`src/rtl/intr_entry_pkg.sv`:
```
package intr_entry_pkg;
  typedef enum logic [1:0] {
    ST_IDLE,
    ST_PUSH_FLAGS,
    ST_PUSH_ADDR,
    ST_FINISH
  } entry_state_t;
endpackage

```
`src/rtl/irq_prio_pick.sv`:
```
module irq_prio_pick #(
  parameter int NUM_IRQ = 8,
  localparam int IDX_W = (NUM_IRQ > 1) ? $clog2(NUM_IRQ) : 1
) (
  input  logic [NUM_IRQ-1:0] req,
  output logic               any,
  output logic [IDX_W-1:0]   idx
);
  logic [NUM_IRQ:0]   seen;
  logic [NUM_IRQ-1:0] grant;

  assign seen[0] = 1'b0;

  for (genvar g = 0; g < NUM_IRQ; g++) begin : g_chain
    assign grant[g]  = req[g] & ~seen[g];
    assign seen[g+1] = seen[g] | req[g];
  end

  assign any = seen[NUM_IRQ];

  always_comb begin
    idx = '0;
    for (int i = 0; i < NUM_IRQ; i++) begin
      if (grant[i]) idx = idx | IDX_W'(i);
    end
  end
endmodule

```
`src/rtl/nmi_edge_latch.sv`:
```
module nmi_edge_latch (
  input  logic clk,
  input  logic rst_n,
  input  logic lvl,
  input  logic taken,
  output logic eligible
);
  logic prev_q, prev_d;
  logic pend_q, pend_d;
  logic rise;

  assign rise     = lvl & ~prev_q;
  assign eligible = pend_q | rise;

  always_comb begin
    prev_d = lvl;
    pend_d = (pend_q | rise) & ~taken;
  end

  always_ff @(posedge clk or negedge rst_n) begin
    if (!rst_n) begin
      prev_q <= 1'b0;
      pend_q <= 1'b0;
    end else begin
      prev_q <= prev_d;
      pend_q <= pend_d;
    end
  end
endmodule

```
`src/rtl/entry_fsm.sv`:
```
module entry_fsm
  import intr_entry_pkg::*;
#(
  parameter int ADDR_W   = 32,
  parameter int DATA_W   = 32,
  parameter int NUM_IRQ  = 8,
  parameter int VEC_W    = 8,
  parameter int IE_POS   = 9,
  parameter int NMI_VEC  = 2,
  parameter int IRQ_BASE = 32,
  localparam int IDX_W = (NUM_IRQ > 1) ? $clog2(NUM_IRQ) : 1,
  localparam int WORD_BYTES = DATA_W / 8
) (
  input  logic              clk,
  input  logic              rst_n,
  input  logic              instr_done,
  input  logic              nmi_elig,
  input  logic              irq_any,
  input  logic [IDX_W-1:0]  irq_idx,
  input  logic [DATA_W-1:0] flags_in,
  input  logic [ADDR_W-1:0] ret_addr,
  input  logic [ADDR_W-1:0] sp_in,
  output logic              take_nmi,
  output logic              stk_we,
  output logic [ADDR_W-1:0] stk_addr,
  output logic [DATA_W-1:0] stk_wdata,
  output logic [ADDR_W-1:0] sp_out,
  output logic              sp_load,
  output logic [DATA_W-1:0] flags_out,
  output logic              flags_load,
  output logic [VEC_W-1:0]  vec_out,
  output logic              entry_done,
  output logic              busy
);
  entry_state_t      state_q, state_d;
  logic [VEC_W-1:0]  vec_q, vec_d;
  logic [DATA_W-1:0] flags_q;
  logic [ADDR_W-1:0] addr_q, sp_q;
  logic              irq_ok, start;

  assign irq_ok   = irq_any & flags_in[IE_POS];
  assign start    = (state_q == ST_IDLE) & instr_done & (nmi_elig | irq_ok);
  assign take_nmi = start & nmi_elig;

  always_comb begin
    state_d = state_q;
    case (state_q)
      ST_IDLE:       if (start) state_d = ST_PUSH_FLAGS;
      ST_PUSH_FLAGS: state_d = ST_PUSH_ADDR;
      ST_PUSH_ADDR:  state_d = ST_FINISH;
      default:       state_d = ST_IDLE;
    endcase
  end

  always_comb begin
    if (nmi_elig) vec_d = VEC_W'(NMI_VEC);
    else          vec_d = VEC_W'(IRQ_BASE) + VEC_W'(irq_idx);
  end

  always_ff @(posedge clk or negedge rst_n) begin
    if (!rst_n) state_q <= ST_IDLE;
    else        state_q <= state_d;
  end

  always_ff @(posedge clk or negedge rst_n) begin
    if (!rst_n) begin
      vec_q   <= '0;
      flags_q <= '0;
      addr_q  <= '0;
      sp_q    <= '0;
    end else if (start) begin
      vec_q   <= vec_d;
      flags_q <= flags_in;
      addr_q  <= ret_addr;
      sp_q    <= sp_in;
    end
  end

  always_comb begin
    stk_we    = 1'b0;
    stk_addr  = '0;
    stk_wdata = '0;
    case (state_q)
      ST_PUSH_FLAGS: begin
        stk_we    = 1'b1;
        stk_addr  = sp_q - ADDR_W'(WORD_BYTES);
        stk_wdata = flags_q;
      end
      ST_PUSH_ADDR: begin
        stk_we    = 1'b1;
        stk_addr  = sp_q - ADDR_W'(2 * WORD_BYTES);
        stk_wdata = DATA_W'(addr_q);
      end
      default: ;
    endcase
  end

  assign entry_done = (state_q == ST_FINISH);
  assign sp_load    = entry_done;
  assign flags_load = entry_done;
  assign vec_out    = vec_q;
  assign sp_out     = sp_q - ADDR_W'(2 * WORD_BYTES);
  assign flags_out  = flags_q & ~(DATA_W'(1) << IE_POS);
  assign busy       = (state_q != ST_IDLE);
endmodule

```
`src/rtl/intr_entry_seq.sv`:
```
module intr_entry_seq #(
  parameter int ADDR_W   = 32,
  parameter int DATA_W   = 32,
  parameter int NUM_IRQ  = 8,
  parameter int VEC_W    = 8,
  parameter int IE_POS   = 9,
  parameter int NMI_VEC  = 2,
  parameter int IRQ_BASE = 32
) (
  input  logic               clk,
  input  logic               rst_n,
  input  logic               nmi_req,
  input  logic [NUM_IRQ-1:0] irq_req,
  input  logic               instr_done,
  input  logic [DATA_W-1:0]  flags_in,
  input  logic [ADDR_W-1:0]  ret_addr,
  input  logic [ADDR_W-1:0]  sp_in,
  output logic               stk_we,
  output logic [ADDR_W-1:0]  stk_addr,
  output logic [DATA_W-1:0]  stk_wdata,
  output logic [ADDR_W-1:0]  sp_out,
  output logic               sp_load,
  output logic [DATA_W-1:0]  flags_out,
  output logic               flags_load,
  output logic [VEC_W-1:0]   vec_out,
  output logic               entry_done,
  output logic               busy
);
  localparam int IDX_W = (NUM_IRQ > 1) ? $clog2(NUM_IRQ) : 1;

  logic             nmi_elig, take_nmi, irq_any;
  logic [IDX_W-1:0] irq_idx;

  nmi_edge_latch i_nmi (
    .clk      (clk),
    .rst_n    (rst_n),
    .lvl      (nmi_req),
    .taken    (take_nmi),
    .eligible (nmi_elig)
  );

  irq_prio_pick #(.NUM_IRQ(NUM_IRQ)) i_pick (
    .req (irq_req),
    .any (irq_any),
    .idx (irq_idx)
  );

  entry_fsm #(
    .ADDR_W(ADDR_W), .DATA_W(DATA_W), .NUM_IRQ(NUM_IRQ), .VEC_W(VEC_W),
    .IE_POS(IE_POS), .NMI_VEC(NMI_VEC), .IRQ_BASE(IRQ_BASE)
  ) i_fsm (
    .clk        (clk),
    .rst_n      (rst_n),
    .instr_done (instr_done),
    .nmi_elig   (nmi_elig),
    .irq_any    (irq_any),
    .irq_idx    (irq_idx),
    .flags_in   (flags_in),
    .ret_addr   (ret_addr),
    .sp_in      (sp_in),
    .take_nmi   (take_nmi),
    .stk_we     (stk_we),
    .stk_addr   (stk_addr),
    .stk_wdata  (stk_wdata),
    .sp_out     (sp_out),
    .sp_load    (sp_load),
    .flags_out  (flags_out),
    .flags_load (flags_load),
    .vec_out    (vec_out),
    .entry_done (entry_done),
    .busy       (busy)
  );
endmodule

```
`config.mk`:
```
export PLATFORM = sky130hd
export DESIGN_NAME = intr_entry_seq
export DESIGN_NICKNAME = d
export VERILOG_FILES = /design/src/rtl/intr_entry_pkg.sv /design/src/rtl/irq_prio_pick.sv /design/src/rtl/nmi_edge_latch.sv /design/src/rtl/entry_fsm.sv /design/src/rtl/intr_entry_seq.sv
export SDC_FILE = /design/constraint.sdc
export NUM_CORES = 1
export LEC_CHECK = 0
export BUFFER_PORTS_ARGS = -buffer_cell sky130_fd_sc_hd__buf_2
export CAP_MARGIN = 5
export CORE_MARGIN = 3
export CORE_UTILIZATION = 49
export CTS_CLUSTER_DIAMETER = 80
export CTS_CLUSTER_SIZE = 10
export DETAILED_ROUTE_END_ITERATION = 16
export GPL_TIMING_DRIVEN = 0
export PLACE_DENSITY_LB_ADDON = 0.15
export SETUP_SLACK_MARGIN = 0.2
export SLEW_MARGIN = 20
export SYNTH_ARGS = -nofsm -noshare
export SYNTH_HDL_FRONTEND = slang
export SYNTH_HIERARCHICAL = 1
export SYNTH_SLANG_ARGS = --single-unit
export TNS_END_PERCENT = 30
```
`constraint.sdc`:
```
create_clock -name clk -period 4.06 [get_ports clk]
set_clock_uncertainty 0.1 [all_clocks]
set_input_delay 0.609 -clock clk [delete_from_list [all_inputs] [get_ports clk]]
set_output_delay 0.609 -clock clk [all_outputs]
set_load 0.005 [all_outputs]
```
* Word-level counts from Yosys, hierarchy flattened
Cells that the tools add are included.
W data, S select, Z words.
** Storage, ports and cells
- Flip-flop bits (word level) :: 108
- Bits of input ports :: 108
- Output and inout bits :: 141
** Operators by class
- $add $sub $neg :: 3
- Equal/unequal tests :: 4
- Muxes and demuxes :: 13
- Bitwise logic cells :: 31
- Reduce and logical (&&, ||, !) cells :: 3
** Operators with widths (number)
- $pmux W32 S2 :: 2
- $sub A32 B3 Y32 const B :: 1
- $sub A32 B4 Y32 const B :: 1
- $and A1 B1 Y1 :: 13
- $mux W3 :: 4
- $not A1 Y1 :: 9
- $or A1 B1 Y1 :: 9
- $mux W8 :: 1
- $add A6 B3 Y7 const A :: 1
- $mux W2 :: 3
- $pmux W2 S3 :: 1
- $eq A2 B2 Y1 const B :: 2
- $eq A2 B1 Y1 const B :: 1
- $logic_not A2 Y1 :: 1
- $mux W1 :: 2
- $ne A2 B1 Y1 const B :: 1
- $reduce_bool A2 Y1 :: 1
- $reduce_or A2 Y1 :: 1

* Logic depth before layout (Yosys ltp)
- Depth in word-level cells :: 13
- Gate-level depth with buffers :: 9

* By module
The synthesis kept the hierarchy.
** Modules (own cells, without submodules)
- entry_fsm :: times used 1, cells an instance 801, area each 6213.5 sq um, seq. area each 2552.4 sq um
- irq_prio_pick :: times used 1, cells an instance 14, area each 82.6 sq um, seq. area each 0.0 sq um
- nmi_edge_latch :: times used 1, cells an instance 6, area each 80.1 sq um, seq. area each 50.0 sq um

* Worst setup path after synthesis
OpenSTA, ideal clock, no wires.
- Path type :: reg2out
- Start point :: register i_fsm.sp_q[3]
- End point :: output stk_addr[25]
- Arrival :: 2606 ps
- Data required time :: 3351 ps
- Setup slack :: 745 ps
- Stages on the path, launching flop included :: 8
- Buffers on the path :: 0
- Cell sequence :: dfrtp_1 -> inv_1 -> ha_1 -> nor3b_1 -> nand3_1 -> or4_4 -> or3b_1 -> a21oi_1
** Between the ends
- Cells in the longest elaborated chain, start to end :: 2
- Elaborated cells on any way between the ends :: 3
** Ends and longest elaborated chain
- start, declared :: RTL line entry_fsm.sv:38 : logic [ADDR_W-1:0] addr_q, sp_q;
- start signal, assigned :: RTL line entry_fsm.sv:75 : sp_q <= sp_in;
- $sub A32 B4 Y32 / $sub A32 B3 Y32 (equally long branches) :: RTL line entry_fsm.sv:91, entry_fsm.sv:86
- $pmux W32 S2 * :: RTL line entry_fsm.sv:83 : case (state_q)
- end, declared :: RTL line intr_entry_seq.sv:19 : output logic [ADDR_W-1:0] stk_addr,
Mark *: on every way between the ends. The rest lies on a longest branch, timed or not.

* Worst setup path in the final report
Same ends and word-level chain as after synthesis.

==> results.cfg <==
[place]
place_area_um2 = 7860
post-dp-hpwl_mm = 15.3
portBuffers = 243
post-place-ws_ps = 36.3
dpl.cell_count = 1241
finalWeightedCongestion = 0.988

[power]
leakage_nw = 4.33
pwr-share-seq = 0.309
p_clk_frac = 0.125
peakVddDrop_mv = 0.326
switchingPower_mw = 2.89
power_density_nw_per_um2 = 783
total_power_mw = 6.39
p_int_mw = 3.50
power_frac_comb = 0.566
switching_share = 0.452

[die]
die_x_um = 120
core_region_area_um2 = 12700
initial_core_util = 0.503
row_count = 41
die-area_um2 = 14400
die_h_um = 120
num_io_pins = 249

[timing]
holdWs_ps = 12.2
fin_crit_ps = 3860
fmax_mhz = 259
fin_crit_sh = 0.951
drv_slew = 0
relSlewSlack = 0.313
tightest_slew_ps = 1020
rsz0062_at_grt = true
setup-tns-final_ps = 0
setup_viol = 0
final-hold-violation-count = 0
final.setup.worst_slack_ps = 200

[yosys]
yosys_warnings = 6
yosysUniqueCellTypes = 58
syn_area_um2 = 6380
synth-edff-count = 0
synth_flop_cell = dfrtp_1
ys_seq_area_frac = 0.408
postSynthCellCount = 821
async_reset_ff_frac = 1.00
ys_ff_latch = 104
avgSynthCellArea_um2 = 7.77

[worst_setup_path]
critical_path_class = reg -> out
path_cells = inv_2 -> ha_1 -> nor3b_4 -> nand3_2 -> or4_4 -> or3b_1 -> a21oi_1 -> buf_2
cp.buffers_inverters = 2
r2r-start = i_fsm/state_q[0]
cp.arrival_ps = 3150
slowest_stage = or4_4
cpLargestDelayFamily = simple AND/OR/NAND/NOR gates
path_max_fanout = 8
max_stage_delay_ps = 570
required_ps = 3350
startpoint_type = register
crit_start = i_fsm/sp_q[3]
cp-end-kind = primary output

[outcome]
status = finished, final reports clean

[clocking]
holdBufCountCts = 0
clock_latency_ps = 350
cts-root-buf = clkbuf_16
cts_sinks = 104
cts.repair.resized = 6
cts_tree = done
numCtsBuffers = 9
clockBufferDepth = 2
path_clk_slew_ps = 70
cts_setup_buffers = 0
cts_max_level = 3

[cells_and_area]
stdcell_count = 1256
final_cell_mix = 307 x nand2_1, 243 x buf_2, 104 x dfrtp_1, 47 x clkbuf_1, 41 x buf_4
final_nets = 1194
syn_to_final_growth_pct = 28.0
drive_above_1_share = 0.295
final_common_cell = nand2_1
n_antenna_cell = 0
fin_util = 0.644
stdcell_area_um2 = 8160

[global_routing]
grt_usage = 0.288
antenna_found_initial = 0
overflow = 0
grt_pass1_vias = 6229
grt_first_pass_wirelength_mm = 32.5
grt_max_degree = 81

[detailed_routing]
drc_errors = 0
viasPerCell = 5.23
wl_per_cell_um = 16.6
first_iter_violations = 488
dr.pass1.iters = 5
final_antenna_net_count = 0
vias = 6565
routed_wl_mm = 20.8

[hold_path]
hp-class = in -> async

[run]
cap_violations = 0
==> metal layers <==
metal | wire [um] | global-route usage | vias up
met1 | 8580 | 0.385 | 3013
met5 | 0 | 0 | -
met4 | 387 | 0.0895 | 0
li1 | - | - | 3196
met2 | 9880 | 0.464 | 327
met3 | 1990 | 0.0716 | 29
==> state kept, by name (all words and copies together) (netlist names) <==
| register | cells |
|---|---|
| i_fsm/addr_q | 32 |
| i_fsm/flags_q | 32 |
| i_fsm/sp_q | 32 |
| i_fsm/state_q | 2 |
| i_fsm/vec_out | 4 |
| i_nmi/pend_q | 1 |
| i_nmi/prev_q | 1 |
==> kinds of logic after synthesis <==
logic type,count (synthesis),share of synthesized area
and+or+nand+nor,449,0.315
AOI/OAI and AO/OA,119,0.128
buffers and inverters,112,0.0950
DFF,104,0.408
xor gates and xnor gates,27,0.0371
adders and majority gates,6,0.0118
muxes,3,0.00491
other,1,0.000588
==> worst reg2reg max path, cell delays in order, from the launching register on <==
cell,delay [ps]
dfrtp_1,400
inv_1,80
ha_1,270
nand2_1,130
or2_2,130
clkbuf_1,370
clkbuf_1,520
clkbuf_1,430
nand2_1,100
nand2_1,80
==> power groups by stage <==
stage	logic [mW]	registers (mW)	clock network, mW
after global placement	3.51	1.96	0
after floorplan	2.26	1.84	0
after global routing	4.00	2.04	0.872
after CTS	3.61	1.96	0.823
after detailed placement	3.57	1.97	0
final	3.62	1.97	0.801
==> cell type report <==
type,instances,area (um^2)
Multi-Input combinational cell,609,3220
Clock buffer,13,250
Clock inverter,2,16.3
Inverter,15,56.3
Tap cell,172,215
Sequential cell,104,2600
Fill cell,1177,4510
Buffer,97,549
Timing Repair Buffer,244,1250
==> synth_stat cells, drive strengths merged (6+ instances only) <==
cell / count / area share
ha: 6 / 0.012
nand3: 14 / 0.011
nor2: 25 / 0.015
nand2: 307 / 0.18
clkbuf: 44 / 0.026
inv: 15 / 0.0088
xnor2: 9 / 0.012
o21ai: 20 / 0.016
nor3: 8 / 0.0063
a22oi: 34 / 0.040
nor2b: 36 / 0.035
nor4: 12 / 0.013
buf: 53 / 0.060
o21a: 6 / 0.0071
or4: 10 / 0.014
dfrtp: 104 / 0.41
nand2b: 13 / 0.014
a21oi: 22 / 0.018
xor2: 18 / 0.025
==> final timing paths <==
check / end / depth (start not counted) / slack, ps
worst max-delay path: stk_addr[25] / 8 / 200
max in group asynchronous: i_fsm/sp_q[30] / 2 / 3150
worst max register to register: i_fsm/addr_q[17] / 9 / 1390
worst min-delay path: i_fsm/sp_q[1] / 1 / 10
min in group clk: i_nmi/prev_q / 1 / 320
worst min register to register: i_fsm/addr_q[5] / 2 / 380
Power figures use the tool's default switching activity.
